===== src/rtl/mbx_pkg.sv =====
package mbx_pkg;
    localparam int DW      = 64;
    localparam int AW      = 4;
    localparam int NMSG    = 8;
    localparam int HALF    = NMSG / 2;
    localparam int IW      = $clog2(NMSG);
    localparam int NSIDE   = 2;
    localparam int NDB     = 2;
    localparam int DB_SPAN = 3;
    localparam int DB_BASE = NMSG;
    localparam int MAP_END = DB_BASE + NDB * DB_SPAN;

    // Conventional status bit positions (LSB-first index)
    localparam int BIT_CMD_WAITING  = DW - 1;
    localparam int BIT_RSP_WAITING  = DW - 1;
    localparam int BIT_MSG_READ     = DW - 2;
    localparam int BIT_LP_EXIT      = DW - 3;
    localparam int BIT_RESET_BACK   = DW - 4;
    localparam int BIT_TIMER_EXPIRY = DW - 15;

    typedef enum logic [1:0] {
        SEL_NONE = 2'd0,
        SEL_MSG  = 2'd1,
        SEL_DB0  = 2'd2,
        SEL_DB1  = 2'd3
    } rsel_e;

    typedef struct packed {
        logic          plain;
        logic          andm;
        logic          orm;
        logic [DW-1:0] data;
    } db_op_t;
endpackage


===== src/rtl/mbx_side_decode.sv =====
module mbx_side_decode
    import mbx_pkg::*;
#(
    parameter bit IS_HOST = 1'b1
) (
    input  logic                   valid,
    input  logic                   write,
    input  logic [AW-1:0]          addr,
    input  logic [DW-1:0]          wdata,
    output logic                   msg_we,
    output logic [IW-1:0]          msg_idx,
    output db_op_t [NDB-1:0]       db_op,
    output logic                   rd_en,
    output rsel_e                  rsel
);
    int unsigned a_int;

    always_comb begin
        a_int   = 32'(addr);
        msg_we  = 1'b0;
        msg_idx = addr[IW-1:0];
        rd_en   = valid && !write;
        rsel    = SEL_NONE;
        for (int d = 0; d < NDB; d++) begin
            db_op[d]       = '0;
            db_op[d].data  = wdata;
        end
        if (a_int < NMSG) begin
            rsel   = SEL_MSG;
            msg_we = valid && write &&
                     (IS_HOST ? (a_int < HALF) : (a_int >= HALF));
        end
        for (int d = 0; d < NDB; d++) begin
            if (a_int >= DB_BASE + DB_SPAN * d &&
                a_int <  DB_BASE + DB_SPAN * (d + 1)) begin
                rsel = (d == 0) ? SEL_DB0 : SEL_DB1;
                case (a_int - (DB_BASE + DB_SPAN * d))
                    0:       db_op[d].plain = valid && write;
                    1:       db_op[d].andm  = valid && write;
                    default: db_op[d].orm   = valid && write;
                endcase
            end
        end
    end
endmodule


===== src/rtl/mbx_msg_bank.sv =====
module mbx_msg_bank
    import mbx_pkg::*;
(
    input  logic                    clk,
    input  logic                    rst_n,
    input  logic                    h_we,
    input  logic [IW-1:0]           h_idx,
    input  logic [DW-1:0]           h_wd,
    input  logic                    e_we,
    input  logic [IW-1:0]           e_idx,
    input  logic [DW-1:0]           e_wd,
    output logic [NMSG-1:0][DW-1:0] msg
);
    typedef struct packed {
        logic [NMSG-1:0][DW-1:0] words;
    } bank_st_t;

    bank_st_t st_d, st_q;

    always_comb begin
        st_d = st_q;
        for (int i = 0; i < NMSG; i++) begin
            if (h_we && 32'(h_idx) == i) st_d.words[i] = h_wd;
            if (e_we && 32'(e_idx) == i) st_d.words[i] = e_wd;
        end
    end

    always_ff @(posedge clk or negedge rst_n) begin
        if (!rst_n) st_q <= '0;
        else        st_q <= st_d;
    end

    assign msg = st_q.words;

    for (genvar i = 0; i < NMSG; i++) begin : g_chk
        if (i < HALF) begin : g_host_owned
            // host-owned word changes only on a host write to it
            a_r3_host_word_owned: assert property (@(posedge clk) disable iff (!rst_n)
                !(h_we && 32'(h_idx) == i) |=> $stable(st_q.words[i]));
        end else begin : g_eng_owned
            // engine-owned word changes only on an engine write to it
            a_r3_eng_word_owned: assert property (@(posedge clk) disable iff (!rst_n)
                !(e_we && 32'(e_idx) == i) |=> $stable(st_q.words[i]));
        end
    end
endmodule


===== src/rtl/mbx_doorbell.sv =====
module mbx_doorbell
    import mbx_pkg::*;
(
    input  logic          clk,
    input  logic          rst_n,
    input  db_op_t        op_h,
    input  db_op_t        op_e,
    output logic [DW-1:0] value,
    output logic          irq
);
    typedef struct packed {
        logic [DW-1:0] bits;
        logic          irq;
    } db_st_t;

    db_st_t        st_d, st_q;
    logic [DW-1:0] base;

    always_comb begin
        st_d = st_q;
        if (op_h.plain)      base = op_h.data;
        else if (op_e.plain) base = op_e.data;
        else                 base = st_q.bits;
        if (op_h.andm) base = base & op_h.data;
        if (op_e.andm) base = base & op_e.data;
        if (op_h.orm)  base = base | op_h.data;
        if (op_e.orm)  base = base | op_e.data;
        st_d.bits = base;
        st_d.irq  = |st_q.bits;
    end

    always_ff @(posedge clk or negedge rst_n) begin
        if (!rst_n) st_q <= '0;
        else        st_q <= st_d;
    end

    assign value = st_q.bits;
    assign irq   = st_q.irq;

    // interrupt trails the doorbell contents by one cycle
    a_r8_irq_trails: assert property (@(posedge clk) disable iff (!rst_n)
        1'b1 |=> (irq == $past(|value)));
    // OR mask bits are set after the cycle
    a_r6_or_sets_host: assert property (@(posedge clk) disable iff (!rst_n)
        op_h.orm |=> ((value & $past(op_h.data)) == $past(op_h.data)));
    a_r6_or_sets_eng: assert property (@(posedge clk) disable iff (!rst_n)
        op_e.orm |=> ((value & $past(op_e.data)) == $past(op_e.data)));
    // AND mask clears zero bits when no OR is applied
    a_r5_and_clears: assert property (@(posedge clk) disable iff (!rst_n)
        (op_h.andm && !op_h.orm && !op_e.orm) |=> ((value & ~$past(op_h.data)) == '0));
    // idle doorbell holds
    a_r7_idle_hold: assert property (@(posedge clk) disable iff (!rst_n)
        !(op_h.plain || op_h.andm || op_h.orm || op_e.plain || op_e.andm || op_e.orm)
        |=> $stable(value));
endmodule


===== src/rtl/mbx_bank_top.sv =====
module mbx_bank_top
    import mbx_pkg::*;
(
    input  logic          clk,
    input  logic          rst_n,
    input  logic          h_req_valid,
    output logic          h_req_ready,
    input  logic          h_req_write,
    input  logic [AW-1:0] h_req_addr,
    input  logic [DW-1:0] h_req_wdata,
    output logic          h_rsp_valid,
    output logic [DW-1:0] h_rsp_rdata,
    input  logic          e_req_valid,
    output logic          e_req_ready,
    input  logic          e_req_write,
    input  logic [AW-1:0] e_req_addr,
    input  logic [DW-1:0] e_req_wdata,
    output logic          e_rsp_valid,
    output logic [DW-1:0] e_rsp_rdata,
    output logic          irq_engine,
    output logic          irq_host
);
    typedef struct packed {
        logic [NSIDE-1:0]         vld;
        logic [NSIDE-1:0][DW-1:0] data;
    } rsp_st_t;

    logic [NSIDE-1:0]                  s_valid, s_write, s_msg_we, s_rd_en;
    logic [NSIDE-1:0][AW-1:0]          s_addr;
    logic [NSIDE-1:0][DW-1:0]          s_wdata;
    logic [NSIDE-1:0][IW-1:0]          s_idx;
    db_op_t [NSIDE-1:0][NDB-1:0]       s_ops;
    rsel_e                             s_rsel [NSIDE];
    logic [NMSG-1:0][DW-1:0]           msg;
    logic [NDB-1:0][DW-1:0]            db_val;
    logic [NDB-1:0]                    db_irq;
    rsp_st_t                           st_d, st_q;

    assign s_valid = {e_req_valid, h_req_valid};
    assign s_write = {e_req_write, h_req_write};
    assign s_addr  = {e_req_addr,  h_req_addr};
    assign s_wdata = {e_req_wdata, h_req_wdata};

    for (genvar s = 0; s < NSIDE; s++) begin : g_side
        mbx_side_decode #(.IS_HOST(s == 0)) u_dec (
            .valid   (s_valid[s]),
            .write   (s_write[s]),
            .addr    (s_addr[s]),
            .wdata   (s_wdata[s]),
            .msg_we  (s_msg_we[s]),
            .msg_idx (s_idx[s]),
            .db_op   (s_ops[s]),
            .rd_en   (s_rd_en[s]),
            .rsel    (s_rsel[s])
        );
    end

    mbx_msg_bank u_bank (
        .clk   (clk),
        .rst_n (rst_n),
        .h_we  (s_msg_we[0]),
        .h_idx (s_idx[0]),
        .h_wd  (s_wdata[0]),
        .e_we  (s_msg_we[1]),
        .e_idx (s_idx[1]),
        .e_wd  (s_wdata[1]),
        .msg   (msg)
    );

    for (genvar d = 0; d < NDB; d++) begin : g_db
        mbx_doorbell u_db (
            .clk   (clk),
            .rst_n (rst_n),
            .op_h  (s_ops[0][d]),
            .op_e  (s_ops[1][d]),
            .value (db_val[d]),
            .irq   (db_irq[d])
        );
    end

    always_comb begin
        st_d = st_q;
        for (int s = 0; s < NSIDE; s++) begin
            st_d.vld[s] = s_rd_en[s];
            if (s_rd_en[s]) begin
                case (s_rsel[s])
                    SEL_MSG: st_d.data[s] = msg[s_idx[s]];
                    SEL_DB0: st_d.data[s] = db_val[0];
                    SEL_DB1: st_d.data[s] = db_val[1];
                    default: st_d.data[s] = '0;
                endcase
            end
        end
    end

    always_ff @(posedge clk or negedge rst_n) begin
        if (!rst_n) st_q <= '0;
        else        st_q <= st_d;
    end

    assign h_req_ready = 1'b1;
    assign e_req_ready = 1'b1;
    assign h_rsp_valid = st_q.vld[0];
    assign e_rsp_valid = st_q.vld[1];
    assign h_rsp_rdata = st_q.data[0];
    assign e_rsp_rdata = st_q.data[1];
    assign irq_engine  = db_irq[0];
    assign irq_host    = db_irq[1];

    // a read is answered in the next cycle, a write is not
    a_r9_host_rsp: assert property (@(posedge clk) disable iff (!rst_n)
        (h_req_valid && !h_req_write) |=> h_rsp_valid);
    a_r9_host_no_rsp: assert property (@(posedge clk) disable iff (!rst_n)
        !(h_req_valid && !h_req_write) |=> !h_rsp_valid);
    a_r9_eng_rsp: assert property (@(posedge clk) disable iff (!rst_n)
        (e_req_valid && !e_req_write) |=> e_rsp_valid);
    // unmapped reads return zero
    a_r10_unmapped_zero: assert property (@(posedge clk) disable iff (!rst_n)
        (h_req_valid && !h_req_write && 32'(h_req_addr) >= MAP_END) |=> (h_rsp_rdata == '0));
    // plain-address host write lands in the doorbell
    a_r4_plain_write: assert property (@(posedge clk) disable iff (!rst_n)
        (h_req_valid && h_req_write && 32'(h_req_addr) == DB_BASE && !e_req_valid)
        |=> (db_val[0] == $past(h_req_wdata)));
endmodule


===== config.mk =====
export PLATFORM = sky130hd
export DESIGN_NAME = mbx_bank_top
export DESIGN_NICKNAME = d
export VERILOG_FILES = /design/src/rtl/mbx_pkg.sv /design/src/rtl/mbx_side_decode.sv /design/src/rtl/mbx_msg_bank.sv /design/src/rtl/mbx_doorbell.sv /design/src/rtl/mbx_bank_top.sv
export SDC_FILE = /design/constraint.sdc
export NUM_CORES = 2
export LEC_CHECK = 0
export BUFFER_PORTS_ARGS = -buffer_cell sky130_fd_sc_hd__clkbuf_2
export CAP_MARGIN = 20
export CORE_MARGIN = 2
export CORE_UTILIZATION = 41
export DETAILED_ROUTE_END_ITERATION = 8
export REMOVE_ABC_BUFFERS = 1
export SLEW_MARGIN = 20
export SYNTH_ARGS = -nofsm -noshare
export SYNTH_HDL_FRONTEND = slang
export SYNTH_SLANG_ARGS = --single-unit

===== constraint.sdc =====
create_clock -name clk -period 2.2 [get_ports clk]
set_input_delay 0.33 -clock clk [delete_from_list [all_inputs] [get_ports clk]]
set_output_delay 0.33 -clock clk [all_outputs]
set_load 0.01 [all_outputs]

==> results.json <==
{
  "synth_area_sq_um": 43600,
  "hpwl_mm": 104,
  "clkTransAtPathRegs_ns": 0.06,
  "drive_gt1_frac": 0.307,
  "netlist_top_cells_count": "772 x dfrtp_1, 450 x o21ai_0, 331 x nand2_1",
  "die_area_sq_um": 109000,
  "antenna_found_initial": 11,
  "maxCapViolations": 0,
  "max-vdd-ir-drop_uv": 648,
  "cts_max_level": 3,
  "route.vias.total": 35637,
  "grt_start_max_net_pins": 129,
  "clock_skew_ns": 0.0162,
  "synth_seq_area_share": 0.443,
  "rsz0062_at_grt": "no",
  "cts_setup_buffers": 0,
  "crit_path_end_kind": "register",
  "ctsHoldBuffers": 12,
  "path_class": "register to register",
  "route.detailed.drc": 32,
  "path_delay_family": "simple AND/OR/NAND/NOR gates",
  "critical_path_required_ns": 2.74,
  "clkSinkCount": 772,
  "rows": 119,
  "cellLeakagePower_nw": 23.0,
  "routed_wl_mm": 159,
  "yosys.area.top_type": "dfrtp_1",
  "hold_violations": 0,
  "hp-class": "input port to register",
  "final_cell_area_sq_um": 51500,
  "root_buffer": "clkbuf_16",
  "ctsResizeCount": 0,
  "synthArstFlopShare": 1.00,
  "fp.dieW_um": 330,
  "tightest_slew_ns": 0.806,
  "cpMaxStageDelayCell": "nor4_1",
  "worstSetupStartpointType": "register",
  "gp_congestion": 0.842,
  "start_util": 0.414,
  "syn_inst": 3886,
  "ys_warn_count": 0,
  "outcome": "complete, but fails checks",
  "fmax_mhz": 472,
  "slew_viol_final": 0,
  "grt_util_all_layers": 0.291,
  "period_share": 0.963,
  "fillers": 9503,
  "yosys.cell_types.count": 48,
  "io_pins": 276,
  "grt_overflow": 0,
  "synthTopCellsByArea": "dfrtp_1 44%, mux4_2 13%, mux2_2 8.3%",
  "cts_buffer_depth": 3,
  "cp_cell_sequence": "nor4_1 > buf_4 > nand4_1 > or4_1",
  "critPathBufInv": 1,
  "cts_tree": "built",
  "fin_ws_ns": 0.0817,
  "clk_latency_ns": 0.67,
  "multiInputGateArea_sq_um": 22300,
  "hold_slack_ns": 0.0322,
  "cp_max_fo": 5,
  "dpl_worst_slack_ns": -0.150,
  "finalPower_mw": 46.5,
  "max_slew_margin": 0.463,
  "wire_per_inst_um": 28.7,
  "final_nets": 4203,
  "syn_to_final_growth_pct": 18.0,
  "powerDensity_nw_per_um2": 904,
  "routed_via_density": 6.45,
  "drtAntennaViolNets": 0,
  "setup_viol": 0,
  "io_buffers": 273,
  "violations": "design-rule violations",
  "avgSynthCellArea_sq_um": 11.2,
  "die_h_um": 330,
  "first_pass_iters": 8,
  "ys_seq_elements": 772,
  "worstPathArrival_ns": 2.65,
  "coreArea_sq_um": 105000,
  "cpPeakStageDelay_ns": 0.66,
  "period_needed_ns": 2.12,
  "synth_top_area_share": 0.443,
  "synth_edf_count": 0,
  "grt_pass1_vias": 35511,
  "yosysMostFrequentCell": "dfrtp_1",
  "synth_flop_cell": "dfrtp_1",
  "first_iter_violations": 4009,
  "placed_cell_area_sq_um": 48200,
  "numCtsBuffers": 89,
  "grt_first_pass_wirelength_mm": 238,
  "register_area_sq_um": 19300
}
==> layout by cell type, fill, tap and decap left out, types with 95 or more instances in the layout <==
| master | instances |
|---|---|
| mux2_2 | 320 |
| a22oi_1 | 190 |
| clkbuf_2 | 267 |
| o22ai_1 | 192 |
| mux4_2 | 256 |
| nand2_1 | 325 |
| a211oi_1 | 129 |
| dfrtp_1 | 772 |
| buf_4 | 123 |
| mux2i_1 | 192 |
| o21ai_0 | 450 |
| clkbuf_16 | 95 |
| buf_12 | 110 |
==> sequential cells by signal, summed over array words and instances (netlist names) <==
name,flops
u_bank.msg,512
e_rsp_valid,1
g_db.u_db.value,128
h_rsp_rdata,64
e_rsp_rdata,64
g_db.u_db.irq,2
h_rsp_valid,1
==> per-layer routing <==
layer	vias to the layer above	part of all wire	GRT usage
met2	1748	0.47	0.468
met3	313	0.086	0.0600
met1	18337	0.41	0.398
met5	-	0.00079	0
li1	15219	-	-
met4	20	0.028	0.0858
==> cell families after synthesis <==
| logic type | after synthesis | share of synthesized area |
|---|---|---|
| and+or+nand+nor | 607 | 0.0670 |
| buffers and inverters | 509 | 0.0503 |
| muxes | 768 | 0.259 |
| other | 1 | 0.0000860 |
| adders and majority gates | 4 | 0.00115 |
| DFF | 772 | 0.443 |
| AOI/OAI and AO/OA | 1225 | 0.180 |
==> final timing paths <==
path	startpoint	end	slack [ns]	cells past startpoint
min in group asynchronous	rst_n	u_bank.msg[430]	0.19	2
worst min-delay path	e_req_wdata[5]	u_bank.msg[197]	0.03	3
max in group asynchronous	rst_n	u_bank.msg[217]	1.11	4
worst min register to register	u_bank.msg[140]	u_bank.msg[140]	0.50	2
worst max-delay path	g_db[1].u_db.value[37]	g_db[1].u_db.irq	0.08	4
worst max register to register	g_db[1].u_db.value[37]	g_db[1].u_db.irq	0.08	4
==> worst min-delay path, stage by stage <==
cell	delay [ns]
clkbuf_2	0.17
nand2_1	0.08
o21ai_0	0.07
==> cell type report <==
| cell class | count | share of cell area |
|---|---|---|
| antenna | 2 | 0.0000972 |
| clock buffer | 133 | 0.0534 |
| clock inverter | 33 | 0.00817 |
| inverter | 70 | 0.00520 |
| multi-input combinational | 2606 | 0.433 |
| sequential | 772 | 0.375 |
| tap | 1391 | 0.0338 |
| timing repair buffer | 518 | 0.0906 |
==> metrics by stage <==
step	instances	util	setup TNS [ns]
2_1_floorplan	3448	-	-1953.28
3_3_place_gp	5345	0.457	-10.06
3_5_place_dp	5345	0.457	-15.80
4_1_cts	5523	0.488	0
5_1_grt	5523	0.488	0
6_report	5525	0.488	0
==> where the power goes <==
part / total [mW] / switching (mW) / internal [mW]
Clock: 16.0 / 6.32 / 9.70
Combinational: 10.2 / 4.65 / 5.60
Sequential: 20.3 / 2.99 / 17.3
Total: 46.5 / 14.0 / 32.6
(Power assumes the default switching activity.)
